[src/rtl/ptmr_pkg.sv]
package ptmr_pkg;
  localparam int ADDR_W = 4;
  localparam logic [ADDR_W-1:0] A_CTRL = 4'd0;
  localparam logic [ADDR_W-1:0] A_VEC  = 4'd1;
  localparam logic [ADDR_W-1:0] A_STAT = 4'd2;
  localparam logic [ADDR_W-1:0] A_PRE  = 4'd4;  // high byte, then lower bytes upward
  localparam logic [ADDR_W-1:0] A_CNT  = 4'd8;  // high byte, then lower bytes upward
  localparam logic [2:0] OM_REQ_ACK = 3'b101;
  localparam logic [1:0] CS_DIV     = 2'b00;
  localparam logic [7:0] VEC_RST    = 8'h0F;

  typedef struct packed {
    logic [2:0] omode;
    logic       roll;
    logic       spare;
    logic [1:0] csel;
    logic       en;
  } ctrl_t;
endpackage

[src/rtl/ptmr_presc.sv]
module ptmr_presc #(
  parameter int PRESC_W = 5
) (
  input  logic clk,
  input  logic rst_n,
  input  logic run,
  input  logic clr,
  output logic tick
);
  logic [PRESC_W-1:0] div_q, div_d;

  assign tick = run && (div_q == '1);

  always_comb begin
    div_d = div_q;
    if (clr)      div_d = '0;
    else if (run) div_d = div_q + PRESC_W'(1);
  end

  always_ff @(posedge clk or negedge rst_n) begin
    if (!rst_n) div_q <= '0;
    else        div_q <= div_d;
  end
endmodule

[src/rtl/ptmr_core.sv]
module ptmr_core #(
  parameter int CNT_W = 24
) (
  input  logic              clk,
  input  logic              rst_n,
  input  logic              tick,
  input  logic              load,
  input  logic              roll_mode,
  input  logic [CNT_W-1:0]  preload,
  input  logic              rd_hi,
  output logic [CNT_W-1:0]  count,
  output logic [CNT_W-9:0]  snap,
  output logic              zd_set
);
  localparam int SNAP_W = CNT_W - 8;

  logic [CNT_W-1:0]  cnt_q, cnt_d;
  logic [SNAP_W-1:0] snap_q, snap_d;
  logic              at_zero;

  assign at_zero = (cnt_q == '0);
  assign zd_set  = tick && at_zero && !load;

  always_comb begin
    cnt_d = cnt_q;
    if (load) begin
      cnt_d = preload;
    end else if (tick) begin
      if (at_zero) cnt_d = roll_mode ? '1 : preload;
      else         cnt_d = cnt_q - CNT_W'(1);
    end
  end

  assign snap_d = rd_hi ? cnt_q[SNAP_W-1:0] : snap_q;

  always_ff @(posedge clk or negedge rst_n) begin
    if (!rst_n) begin
      cnt_q  <= '0;
      snap_q <= '0;
    end else begin
      cnt_q  <= cnt_d;
      snap_q <= snap_d;
    end
  end

  assign count = cnt_q;
  assign snap  = snap_q;
endmodule

[src/rtl/ptmr_regs.sv]
module ptmr_regs
  import ptmr_pkg::*;
#(
  parameter int CNT_W = 24
) (
  input  logic              clk,
  input  logic              rst_n,
  input  logic              wr_en,
  input  logic [ADDR_W-1:0] addr,
  input  logic [7:0]        wdata,
  input  logic              zd_set,
  output ctrl_t             ctrl,
  output logic [7:0]        vec,
  output logic [CNT_W-1:0]  preload,
  output logic              zd_flag,
  output logic              en_rise,
  output logic              stat_clr
);
  localparam int NB = CNT_W / 8;

  ctrl_t      ctrl_q, ctrl_d;
  logic [7:0] vec_q, vec_d;
  logic       zd_q, zd_d;
  logic       hit_ctrl;

  assign hit_ctrl = wr_en && (addr == A_CTRL);
  assign en_rise  = hit_ctrl && wdata[0] && !ctrl_q.en;
  assign stat_clr = wr_en && (addr == A_STAT) && wdata[0];

  always_comb begin
    ctrl_d = hit_ctrl ? ctrl_t'(wdata) : ctrl_q;
    vec_d  = (wr_en && addr == A_VEC) ? wdata : vec_q;
    zd_d   = zd_set || (zd_q && !stat_clr);
  end

  always_ff @(posedge clk or negedge rst_n) begin
    if (!rst_n) begin
      ctrl_q <= '0;
      vec_q  <= VEC_RST;
      zd_q   <= 1'b0;
    end else begin
      ctrl_q <= ctrl_d;
      vec_q  <= vec_d;
      zd_q   <= zd_d;
    end
  end

  for (genvar b = 0; b < NB; b++) begin : g_pre
    logic [7:0] byte_q, byte_d;
    logic       hit;
    assign hit    = wr_en && (addr == A_PRE + ADDR_W'(NB - 1 - b));
    assign byte_d = hit ? wdata : byte_q;
    always_ff @(posedge clk or negedge rst_n) begin
      if (!rst_n) byte_q <= '0;
      else        byte_q <= byte_d;
    end
    assign preload[b*8 +: 8] = byte_q;
  end

  assign ctrl    = ctrl_q;
  assign vec     = vec_q;
  assign zd_flag = zd_q;
endmodule

[src/rtl/ptmr_top.sv]
module ptmr_top
  import ptmr_pkg::*;
#(
  parameter int CNT_W   = 24,
  parameter int PRESC_W = 5
) (
  input  logic       clk,
  input  logic       rst_n,
  input  logic       bus_sel,
  input  logic       bus_wr,
  input  logic [3:0] bus_addr,
  input  logic [7:0] bus_wdata,
  output logic [7:0] bus_rdata,
  input  logic       tmr_iack,
  output logic       tmr_irq
);
  localparam int NB = CNT_W / 8;

  logic             rst_meta_q, rst_sync_n;
  logic             wr_en, rd_en, rd_hi, run, tick;
  logic             zd_set, zd_flag, en_rise, stat_clr, ack_act;
  ctrl_t            ctrl;
  logic [7:0]       vec;
  logic [CNT_W-1:0] preload, count;
  logic [CNT_W-9:0] snap;
  logic [7:0]       rdata_c;

  // reset: asserted at once, released on the second clock edge
  always_ff @(posedge clk or negedge rst_n) begin
    if (!rst_n) begin
      rst_meta_q <= 1'b0;
      rst_sync_n <= 1'b0;
    end else begin
      rst_meta_q <= 1'b1;
      rst_sync_n <= rst_meta_q;
    end
  end

  assign wr_en   = bus_sel && bus_wr;
  assign rd_en   = bus_sel && !bus_wr;
  assign rd_hi   = rd_en && (bus_addr == A_CNT);
  assign run     = ctrl.en && (ctrl.csel == CS_DIV);
  assign ack_act = tmr_iack && (ctrl.omode == OM_REQ_ACK);
  assign tmr_irq = zd_flag && (ctrl.omode == OM_REQ_ACK);

  ptmr_regs #(.CNT_W(CNT_W)) u_regs (
    .clk(clk), .rst_n(rst_sync_n), .wr_en(wr_en), .addr(bus_addr),
    .wdata(bus_wdata), .zd_set(zd_set), .ctrl(ctrl), .vec(vec),
    .preload(preload), .zd_flag(zd_flag), .en_rise(en_rise), .stat_clr(stat_clr)
  );

  ptmr_presc #(.PRESC_W(PRESC_W)) u_presc (
    .clk(clk), .rst_n(rst_sync_n), .run(run), .clr(en_rise), .tick(tick)
  );

  ptmr_core #(.CNT_W(CNT_W)) u_core (
    .clk(clk), .rst_n(rst_sync_n), .tick(tick), .load(en_rise),
    .roll_mode(ctrl.roll), .preload(preload), .rd_hi(rd_hi),
    .count(count), .snap(snap), .zd_set(zd_set)
  );

  always_comb begin
    rdata_c = '0;
    if (ack_act) begin
      rdata_c = vec;
    end else if (rd_en) begin
      if (bus_addr == A_CTRL) rdata_c = ctrl;
      if (bus_addr == A_VEC)  rdata_c = vec;
      if (bus_addr == A_STAT) rdata_c = {7'd0, zd_flag};
      if (bus_addr == A_CNT)  rdata_c = count[CNT_W-1 -: 8];
      for (int b = 0; b < NB; b++) begin
        if (bus_addr == A_PRE + ADDR_W'(NB - 1 - b)) rdata_c = preload[b*8 +: 8];
      end
      for (int b = 0; b < NB - 1; b++) begin
        if (bus_addr == A_CNT + ADDR_W'(NB - 1 - b)) rdata_c = snap[b*8 +: 8];
      end
    end
  end

  assign bus_rdata = rdata_c;
endmodule

[config.mk]
export PLATFORM = sky130hd
export DESIGN_NAME = ptmr_top
export DESIGN_NICKNAME = d
export VERILOG_FILES = /design/src/rtl/ptmr_pkg.sv /design/src/rtl/ptmr_presc.sv /design/src/rtl/ptmr_core.sv /design/src/rtl/ptmr_regs.sv /design/src/rtl/ptmr_top.sv
export SDC_FILE = /design/constraint.sdc
export NUM_CORES = 1
export LEC_CHECK = 0
export ABC_AREA = 1
export CAP_MARGIN = 15
export CORE_MARGIN = 3
export CORE_UTILIZATION = 50
export CTS_CLUSTER_DIAMETER = 50
export DETAILED_ROUTE_END_ITERATION = 8
export DONT_BUFFER_PORTS = 1
export PLACE_DENSITY_LB_ADDON = 0.15
export RECOVER_POWER = 100
export SLEW_MARGIN = 10
export SYNTH_ARGS = -nofsm -noshare
export SYNTH_HDL_FRONTEND = slang
export SYNTH_SLANG_ARGS = --single-unit
[constraint.sdc]
create_clock -name clk -period 6.7 [get_ports clk]
set_input_delay 0 -clock clk [delete_from_list [all_inputs] [get_ports clk]]
set_output_delay 0 -clock clk [all_outputs]
set_load 0.02 [all_outputs]
# Word level (Yosys, flattened, before mapping)
# Cells that the tools add are included.
[op_classes] add_sub_neg=2 n_eq_ne=10 mux=17 reduce_logical=29
[op_table] cell="2-to-1 mux 24 bit" count=4
[op_table] cell="2-to-1 mux 8 bit" count=11
[op_table] cell="logical NOT 24 bit" count=1
[op_table] cell="subtractor 24 x 1 -> 24 bit, second input constant" count=1
[op_table] cell="logical AND 1 bit" count=19
[op_table] cell="equality test 4 x 3 -> 1 bit, second input constant" count=3
[op_table] cell="equality test 4 bit, second input constant" count=3
[op_table] cell="2-to-1 mux 5 bit" count=2
[op_table] cell="adder 5 x 1 -> 5 bit, second input constant" count=1
[op_table] cell="equality test 5 bit, second input constant" count=1
[op_table] cell="equality test 4 x 1 -> 1 bit, second input constant" count=1
[op_table] cell="equality test 4 x 2 -> 1 bit, second input constant" count=1
[op_table] cell="logical NOT 1 bit" count=4
[op_table] cell="logical NOT 4 bit" count=1
[op_table] cell="nonzero test 2 bit" count=2
[op_table] cell="equality test 3 bit, second input constant" count=1
[op_table] cell="logical NOT 2 bit" count=1
[op_table] cell="logical OR 1 bit" count=1
[word_totals] reg_bits=88 in_bits=17 elab_cells=73

# Logic depth before layout (Yosys ltp)
# Gate-level depths: netlist of the first run.
[logic_depth] ltp_word=12 ltp_mapped=11

# Hierarchy
# Synthesis of the first run repeated with hierarchy kept, for this count alone.
[hier_totals] hier_cells=780 area_unflattened_um2=5504.0
[by_module_without_submodules] mod="ptmr_core" instances=1 cells_each=362 area_per_inst_um2=2571.2 seq_area_each_um2=1001.0
[by_module_without_submodules] mod="ptmr_regs" instances=1 cells_each=194 area_per_inst_um2=1770.4 seq_area_each_um2=1031.0
[by_module_without_submodules] mod="ptmr_top" instances=1 cells_each=191 area_per_inst_um2=895.9 seq_area_each_um2=50.0
[by_module_without_submodules] mod="ptmr_presc" instances=1 cells_each=33 area_per_inst_um2=266.5 seq_area_each_um2=125.1

# Least setup slack after synthesis of the first run
# Ideal clock, no wire load.
[synth_path] path_type="reg2reg" start="register u_core.cnt_q[0], in the netlist u_core.count[0]" end="register u_core.cnt_q[16], in the netlist u_core.count[16]" setup_time_ps=117 arrival_time_ps=1449 path_slack_ps=5134 stages_incl_launch_ff=10 n_path_buf=0 period_less_slack_ps=1566 path_cell_list="dfrtp_1 inv_1 ha_1 nand2_1 nor2_1 nand2_1 xor2_1 nand3_1 nand3_1 nand2_1"
[synth_between] elab_chain_cells=4
[synth_lines] element="from (decl)" line="ptmr_core.sv:17" source="logic [CNT_W-1:0] cnt_q, cnt_d;"
[synth_lines] element="from (signal assigned)" line="ptmr_core.sv:41" source="cnt_q <= cnt_d;"
[synth_lines] element="subtractor 24 x 1 -> 24 bit or logical NOT 24 bit (tied branches)" line="ptmr_core.sv:30, ptmr_core.sv:21"
[synth_lines] element="2-to-1 mux 24 bit *" line="ptmr_core.sv:29" source="if (at_zero) cnt_d = roll_mode ? '1 : preload;"
[synth_lines] element="2-to-1 mux 24 bit *" line="ptmr_core.sv:28" source="end else if (tick) begin"
[synth_lines] element="2-to-1 mux 24 bit *" line="ptmr_core.sv:26" source="if (load) begin"
# Mark *: on every way between the ends. The rest lies on a longest branch, timed or not. The select of a mux whose other input is x is not followed.
# A chain may end at the register's enable or synchronous reset.

# Final worst setup path of the first run
[layout_path] start="input bus_addr[3]" end="register u_core.cnt_q[3], in the netlist u_core.count[3]"
[layout_between] elab_chain_cells=5
[layout_lines] element="from (decl)" line="ptmr_top.sv:11" source="input logic [3:0] bus_addr,"
[layout_lines] element="logical NOT 4 bit *" line="ptmr_regs.sv:26" source="assign hit_ctrl = wr_en && (addr == A_CTRL);"
[layout_lines] element="logical AND 1 bit *" line="ptmr_regs.sv:26"
[layout_lines] element="logical AND 1 bit * (2 in a row)" line="ptmr_regs.sv:27" source="assign en_rise = hit_ctrl && wdata[0] && !ctrl_q.en;"
[layout_lines] element="2-to-1 mux 24 bit or nonzero test 2 bit (tied branches)"
# Mark *: on every way between the ends. The rest lies on a longest branch, timed or not.

==> metrics.csv, run 1 <==
stage,metric,value,unit
final_layout,fillers,967,
clocking,Clock Latency Late Sink,0.37,ns
critical_path,Worst R2R End,u_core.count[3],
timing,Final Hold Fails,0,
power,Switching Fraction,42.7,%
timing,fin. max-slew vios,42,
final_layout,post-layout util,55.1,%
clocking,Resized cells post-CTS,0,
critical_path,Critical Path RT,6.95,ns
floorplan,# rows,36,
status,violated checks,"max-capacitance violations, max-slew violations",
synth,Ys Warns,0,
timing,Final min period,3.17,ns
critical_path,CP arrival,3.42,ns
final_layout,Layout area overhead,5.77,%
timing,Max Fclk,0.315,GHz
drt,wire per inst,16.5,µm
status,run status,"complete, but fails checks",
power,register share of total power,47.6,%
synth,Syn Area/Cell,7.10,µm²
critical_path,crit path capture type,flop,
power,P_int,1.04,mW
drt,DRC,0,
floorplan,DIE HEIGHT,108,µm
timing,sum of negative setup slack,0,ns
floorplan,die width,108,µm
final_layout,multi-input logic area,0.00245,mm²
power,Max VDD drop,0.000164,V
critical_path,worst reg2reg startpoint,u_regs.ctrl[0],
clocking,H-tree Lvls,3,
power,PwrDens,333,mW/mm²
timing,Finish-stage setup viols,0,
job,max-cap violations,1,
critical_path,CP startpoint kind,input pin,
clocking,Clock Pin Slew Worst Setup and Hold Paths,0.09,ns
clocking,CTS tree,yes,
placement,Port Buf Inserts,0,
grt,first-pass GRT wire length,23700,µm
synth,Mapped Cells,727,
clocking,Num Clock Sinks,88,
clocking,cts hold-fix bufs,14,
drt,total vias in the final route,4753,
drt,Detail Route Antenna Nets,0,
critical_path,"setup slack, reg-to-reg",3.86,ns
drt,Initial DRC Count,398,
timing,Slew @ Worst Pin,1.76,ns
timing,RSZ-0062 raised after global routing,no,
grt,largest net degree at the start of global routing,47,
power,switching power,0.777,mW
placement,Final Wtd Congestion,0.927,
synth,Syn Std Cell Area,0.00516,mm²
timing,final clock skew,0.00955,ns
worst_hold_path,class of the worst hold path,in2reg,
grt,grt ovf,0,
drt,Detailed Routing Iterations Pass 1,5,
clocking,setup bufs post-CTS,0,
synth,Synth Register Bits,88,
drt,Post-Route WL,14400,µm
timing,relative slew slack,-17.6,%
synth,sequential fraction of the synthesis area,42.8,%
power,Design Power,1.82,mW
power,clock power share,19.3,%
clocking,Root Driver,clkbuf_8,
floorplan,initial core utilization,52.1,%
critical_path,critical setup path kind,in2reg,
power,combinational share of power,33.2,%
final_layout,post-route insts no fill,875,
critical_path,Worst Reg-to-Reg Cells,6,
clocking,Num CTS Buffers,9,
grt,vias in the first global route,4592,
placement,dpl cells,845,
drt,Via density,5.43,
timing,crit share post-route,47.3,%
worst_hold_path,WHS Endpoint,u_regs.zd_flag,
grt,initial antenna violation count,0,
final_layout,register area,0.00221,mm²
floorplan,I/O Pins,26,
worst_hold_path,hold path cells,3,
power,Lkg Pwr,2.81,nW
final_layout,layout cell share with drive strength beyond 1,4.58,%
grt,GRT Total Usage,26.9,%
worst_hold_path,hold wc startpoint,bus_wr,
critical_path,crit-path max FO,26,
final_layout,Antenna diodes,0,
clocking,CTS Buffer Depth,2,
floorplan,core area,0.00991,mm²
floorplan,full die area,0.0116,mm²
synth,Syn Nets,748,
final_layout,Nets,758,
synth,post-synth cell types,32,
placement,HPWL after DPL,10800,µm
-- how the worst max path moves through the flow --
stage,startpoint,slack [ns],end,cells after the start
final,bus_addr[3],3.53,u_core.count[3],8
after global routing,bus_addr[3],3.18,u_core.count[3],8
after CTS,u_presc.div_q[0],4.75,u_core.count[3],9
after detailed placement,u_presc.div_q[0],4.76,u_core.count[5],9
after global placement,bus_addr[3],4.81,u_core.count[14],8
after floorplan,rst_sync_n,4.07,u_core.count[0],0
-- through the flow --
stage	setup slack (ns)	instance area, µm²	hold WS [ns]
2_1_floorplan	4.07	5160	-0.296
3_3_place_gp	4.81	5220	-0.296
3_5_place_dp	4.76	5220	-0.296
4_1_cts	4.75	5540	0.0197
5_1_grt	3.18	5460	0.00764
6_report	3.53	5460	0.0226
-- synthesized netlist by cell type --
library cell,instances,area share [%]
nor3_1,4,0.39
buf_4,1,0.15
nor3_2,1,0.19
dfrtp_1,84,41
xor2_1,12,2.0
conb_1,1,0.073
ha_1,4,0.97
buf_6,4,0.87
inv_2,7,0.51
o22ai_1,1,0.12
nand2_4,2,0.44
nand3_2,1,0.19
buf_12,1,0.39
o21ai_1,31,3.0
clkbuf_1,4,0.29
mux2_2,2,0.44
nand3_4,2,0.68
nor2_1,89,6.5
nand3b_1,4,0.58
a22oi_1,2,0.29
o21ai_0,52,5.0
nor2_4,7,1.5
dfstp_2,4,2.0
inv_1,75,5.5
buf_2,6,0.58
nand2_1,237,17
or2_0,1,0.12
nor2_2,3,0.36
nand4_1,12,1.5
o211ai_1,1,0.15
nand2_2,9,1.1
nand3_1,63,6.1
-- cell usage in the layout, fill, tap and decap left out, types with 10 or more instances in the layout --
cell           count
clkbuf_8          10
xor2_1            12
nand2_1          241
nand4_1           12
dfrtp_1           84
nand3_1           65
o21ai_0           69
nor2_1            95
dlygate4sd3_1     14
o21ai_1           14
inv_1             80
-- metal layers --
| metal | wire (µm) | vias to the layer above | GRT usage (%) |
|---|---|---|---|
| met2 | 6470 | 172 | 40.8 |
| met5 | 0 | - | 0 |
| met3 | 978 | 38 | 5.88 |
| met4 | 539 | 0 | 11.5 |
| li1 | - | 2314 | - |
| met1 | 6430 | 2229 | 37.2 |
-- worst max-delay path, stage by stage --
cell,delay [ns]
nor2_1,0.69
nand2_2,0.11
nor2_1,0.32
nand3_1,0.53
nand2_1,0.87
inv_1,0.60
nand2_1,0.18
o21ai_0,0.10
-- flip-flops by register name (all words and copies together) (netlist names) --
| register | flops |
|---|---|
| rst_meta_q | 1 |
| rst_sync_n | 1 |
| u_core.count | 24 |
| u_core.snap | 16 |
| u_presc.div_q | 5 |
| u_regs.ctrl | 8 |
| u_regs.g_pre.byte_q | 24 |
| u_regs.vec | 8 |
| u_regs.zd_flag | 1 |
-- cell type report --
| type | instances | share of cell area [%] |
|---|---|---|
| well taps | 133 | 3.05 |
| repair buffers | 15 | 2.71 |
| multi-input cells | 541 | 44.8 |
| flip-flops and latches | 88 | 40.4 |
| clock buffers | 10 | 2.52 |
| clock inverters | 6 | 0.802 |
| inverters | 82 | 5.64 |
-- kinds of logic (layout without fill, tap and decap cells) --
logic type                 after synthesis  after routing  synth area share (%)
other                                    1              1                0.0727
buffers and inverters                   98            113                  8.24
and+or+nand+nor                        435            435                  36.9
muxes                                    2              2                 0.436
xor gates and xnor gates                12             12                  2.04
AOI/OAI and AO/OA                       87             87                  8.61
DFF                                     88             88                  42.8
adders and majority gates                4              4                 0.970
-- power by group through the flow --
stage / sequential [mW] / combinational (mW) / clock (mW)
6_report: 0.865 / 0.603 / 0.350
5_1_grt: 0.887 / 0.702 / 0.380
4_1_cts: 0.862 / 0.613 / 0.357
3_5_place_dp: 0.871 / 0.602 / 0
3_3_place_gp: 0.869 / 0.584 / 0
2_1_floorplan: 0.806 / 0.469 / 0
Power figures use the tool's default switching activity.
==> run 2: changes to the inputs <==
==> constraint.sdc (replaced) <==
create_clock -name clk -period 2.8 [get_ports clk]
set_input_delay 0 -clock clk [delete_from_list [all_inputs] [get_ports clk]]
set_output_delay 0 -clock clk [all_outputs]
set_load 0.02 [all_outputs]
==> metrics.csv, run 2 (synthesized netlist as in run 1, its figures left out) <==
stage,metric,value,unit,change
critical_path,CP arrival,2.44,ns,-0.98 ns
grt,grt ovf,0,,unchanged
power,combinational share of power,31.7,%,-1.5 points
final_layout,layout cell share with drive strength beyond 1,5.12,%,+0.54 points
power,P_int,2.68,mW,+160%
floorplan,initial core utilization,52.1,%,unchanged
final_layout,post-route insts no fill,875,,unchanged
status,run status,"complete, but fails checks",,
drt,wire per inst,16.5,µm,+0.36%
final_layout,fin area,0.00556,mm²,+1.8%
job,max-cap violations,1,,unchanged
timing,sum of negative setup slack,0,ns,unchanged
critical_path,worst reg2reg startpoint,u_presc.div_q[0],,
drt,Initial DRC Count,409,,+2.8%
critical_path,"most used cell, CP",nor2_1,,
critical_path,slowest library cell on the worst path,clkbuf_1,,
final_layout,register area,0.00221,mm²,unchanged
drt,Post-Route WL,14500,µm,+0.36%
timing,Final Hold Fails,0,,unchanged
grt,largest net degree at the start of global routing,48,,+2.1%
clocking,cts hold-fix bufs,13,,-1
placement,pre-CTS setup slack,0.888,ns,-3.87 ns
clocking,Clock Latency Late Sink,0.37,ns,about the same
timing,Hold WS,0.0291,ns,+0.00655 ns
clocking,Num CTS Buffers,9,,unchanged
critical_path,"setup slack, reg-to-reg",0.62,ns,-3.24 ns
clocking,setup bufs post-CTS,0,,unchanged
drt,Via density,5.44,,+0.23%
final_layout,post-layout util,56.1,%,+0.98 points
critical_path,Critical Path Max Stage Delay,0.48,ns,-0.39 ns
timing,Slew @ Worst Pin,1.68,ns,-0.0797 ns
power,Lkg Pwr,2.83,nW,+0.90%
final_layout,Layout area overhead,7.66,%,
worst_hold_path,class of the worst hold path,in2reg,,
timing,final clock skew,0.0105,ns,+0.000955 ns
placement,HPWL after DPL,10800,µm,-0.38%
clocking,Resized cells post-CTS,0,,unchanged
placement,Port Buf Inserts,0,,unchanged
critical_path,Worst R2R End,u_core.count[3],,
critical_path,CP bufs+invs,2,,+1
timing,fin. max-slew vios,40,,-4.8%
drt,total vias in the final route,4764,,+0.23%
clocking,Clock Pin Slew Worst Setup and Hold Paths,0.09,ns,about the same
timing,crit share post-route,78.6,%,
power,clock power share,22.9,%,+3.6 points
drt,Detail Route Antenna Nets,0,,unchanged
floorplan,die width,108,µm,unchanged
clocking,Num Clock Sinks,88,,unchanged
timing,relative slew slack,-12.3,%,+5.3 points
drt,Detailed Routing Iterations Pass 1,5,,unchanged
floorplan,full die area,0.0116,mm²,unchanged
grt,initial antenna violation count,0,,unchanged
critical_path,Worst Reg-to-Reg Cells,9,,+3
power,Switching Fraction,41.2,%,-1.5 points
clocking,CTS Buffer Depth,2,,unchanged
timing,Finish-stage setup viols,0,,unchanged
worst_hold_path,hold path cells,3,,unchanged
critical_path,CP startpoint kind,input pin,,
floorplan,# rows,36,,unchanged
final_layout,"commonest non-fill, non-tap cell in the layout",nand2_1,,
final_layout,fillers,988,,+2.2%
placement,Final Wtd Congestion,0.915,,-1.3%
power,PwrDens,821,mW/mm²,+150%
power,Design Power,4.56,mW,+150%
placement,dpl cells,846,,+0.12%
drt,DRC,0,,unchanged
timing,RSZ-0062 raised after global routing,no,,
final_layout,Nets,758,,unchanged
power,Max VDD drop,0.000352,V,+110%
power,switching power,1.88,mW,+140%
floorplan,I/O Pins,26,,unchanged
floorplan,DIE HEIGHT,108,µm,unchanged
timing,Final WS setup,0.600,ns,-2.93 ns
power,register share of total power,45.4,%,-2.2 points
floorplan,core area,0.00991,mm²,unchanged
critical_path,crit-path max FO,26,,unchanged
worst_hold_path,WHS Endpoint,u_regs.zd_flag,,
clocking,CTS tree,yes,,
status,violated checks,"max-capacitance violations, max-slew violations",,
clocking,Root Driver,clkbuf_8,,
final_layout,multi-input logic area,0.00248,mm²,+1.5%
final_layout,most frequent cells in the layout,"239 x nand2_1, 96 x nor2_1, 84 x dfrtp_1, 79 x inv_1, 69 x o21ai_0",,
critical_path,crit path capture type,flop,,
final_layout,Antenna diodes,0,,unchanged
critical_path,Crit path max-delay family,simple AND/OR/NAND/NOR gates,,
critical_path,critical-path cell list,nor2_1 -> clkbuf_1 -> nand2_2 -> nor2_1 -> nand3_4 -> nand2_4 -> inv_1 -> nand2_1 -> o21ai_0,,
grt,first-pass GRT wire length,23400,µm,-1.2%
placement,Post-DP Area,0.00524,mm²,+0.38%
grt,vias in the first global route,4553,,-0.85%
critical_path,Critical Path RT,3.04,ns,-3.91 ns
timing,Max Fclk,0.454,GHz,
worst_hold_path,hold wc startpoint,bus_wr,,
timing,Final min period,2.20,ns,
clocking,H-tree Lvls,3,,unchanged
critical_path,critical setup path kind,in2reg,,
grt,GRT Total Usage,26.4,%,-0.46 points
run 2: layout make-up:
type	instances	share of cell area (%)
multi-input combinational	541	44.7
sequential	88	39.7
inverter	82	5.54
tap	133	3.00
timing repair buffer	15	2.77
clock buffer	10	2.48
clock inverter	6	1.76
run 2: how the worst max path moves through the flow:
| stage | slack, ns | to | cells past startpoint | startpoint |
|---|---|---|---|---|
| after floorplan | 0.17 | u_core.count[0] | 0 | rst_sync_n |
| after global placement | 0.93 | u_core.count[7] | 9 | u_core.count[0] |
| after detailed placement | 0.89 | u_core.count[16] | 9 | u_core.count[0] |
| after CTS | 0.87 | u_core.count[16] | 9 | u_core.count[0] |
| after global routing | 0.33 | u_core.count[2] | 9 | bus_addr[3] |
| final | 0.60 | u_core.count[3] | 9 | bus_addr[3] |
run 2: power groups by stage:
stage                     clock, mW  sequential [mW]  combinational [mW]
after global placement            0             2.07                1.40
final                          1.05             2.07                1.45
after detailed placement          0             2.07                1.44
after CTS                      1.07             2.05                1.47
after global routing           1.12             2.11                1.68
after floorplan                   0             1.93                1.12
run 2: per-layer routing:
| layer | vias up | track usage, % | wire length (µm) |
|---|---|---|---|
| li1 | 2323 | - | - |
| met1 | 2221 | 36.5 | 6530 |
| met5 | - | 0 | 0 |
| met4 | 0 | 13.3 | 692 |
| met2 | 177 | 39.5 | 6400 |
| met3 | 43 | 5.16 | 849 |
run 2: worst register-to-register path: stages (launching register included):
cell	delay (ns)
dfrtp_1	0.41
ha_1	0.22
nand2_1	0.07
nor2_1	0.04
ha_1	0.17
nand2_1	0.14
nand2_4	0.20
inv_1	0.62
nand2_1	0.12
o21ai_0	0.12
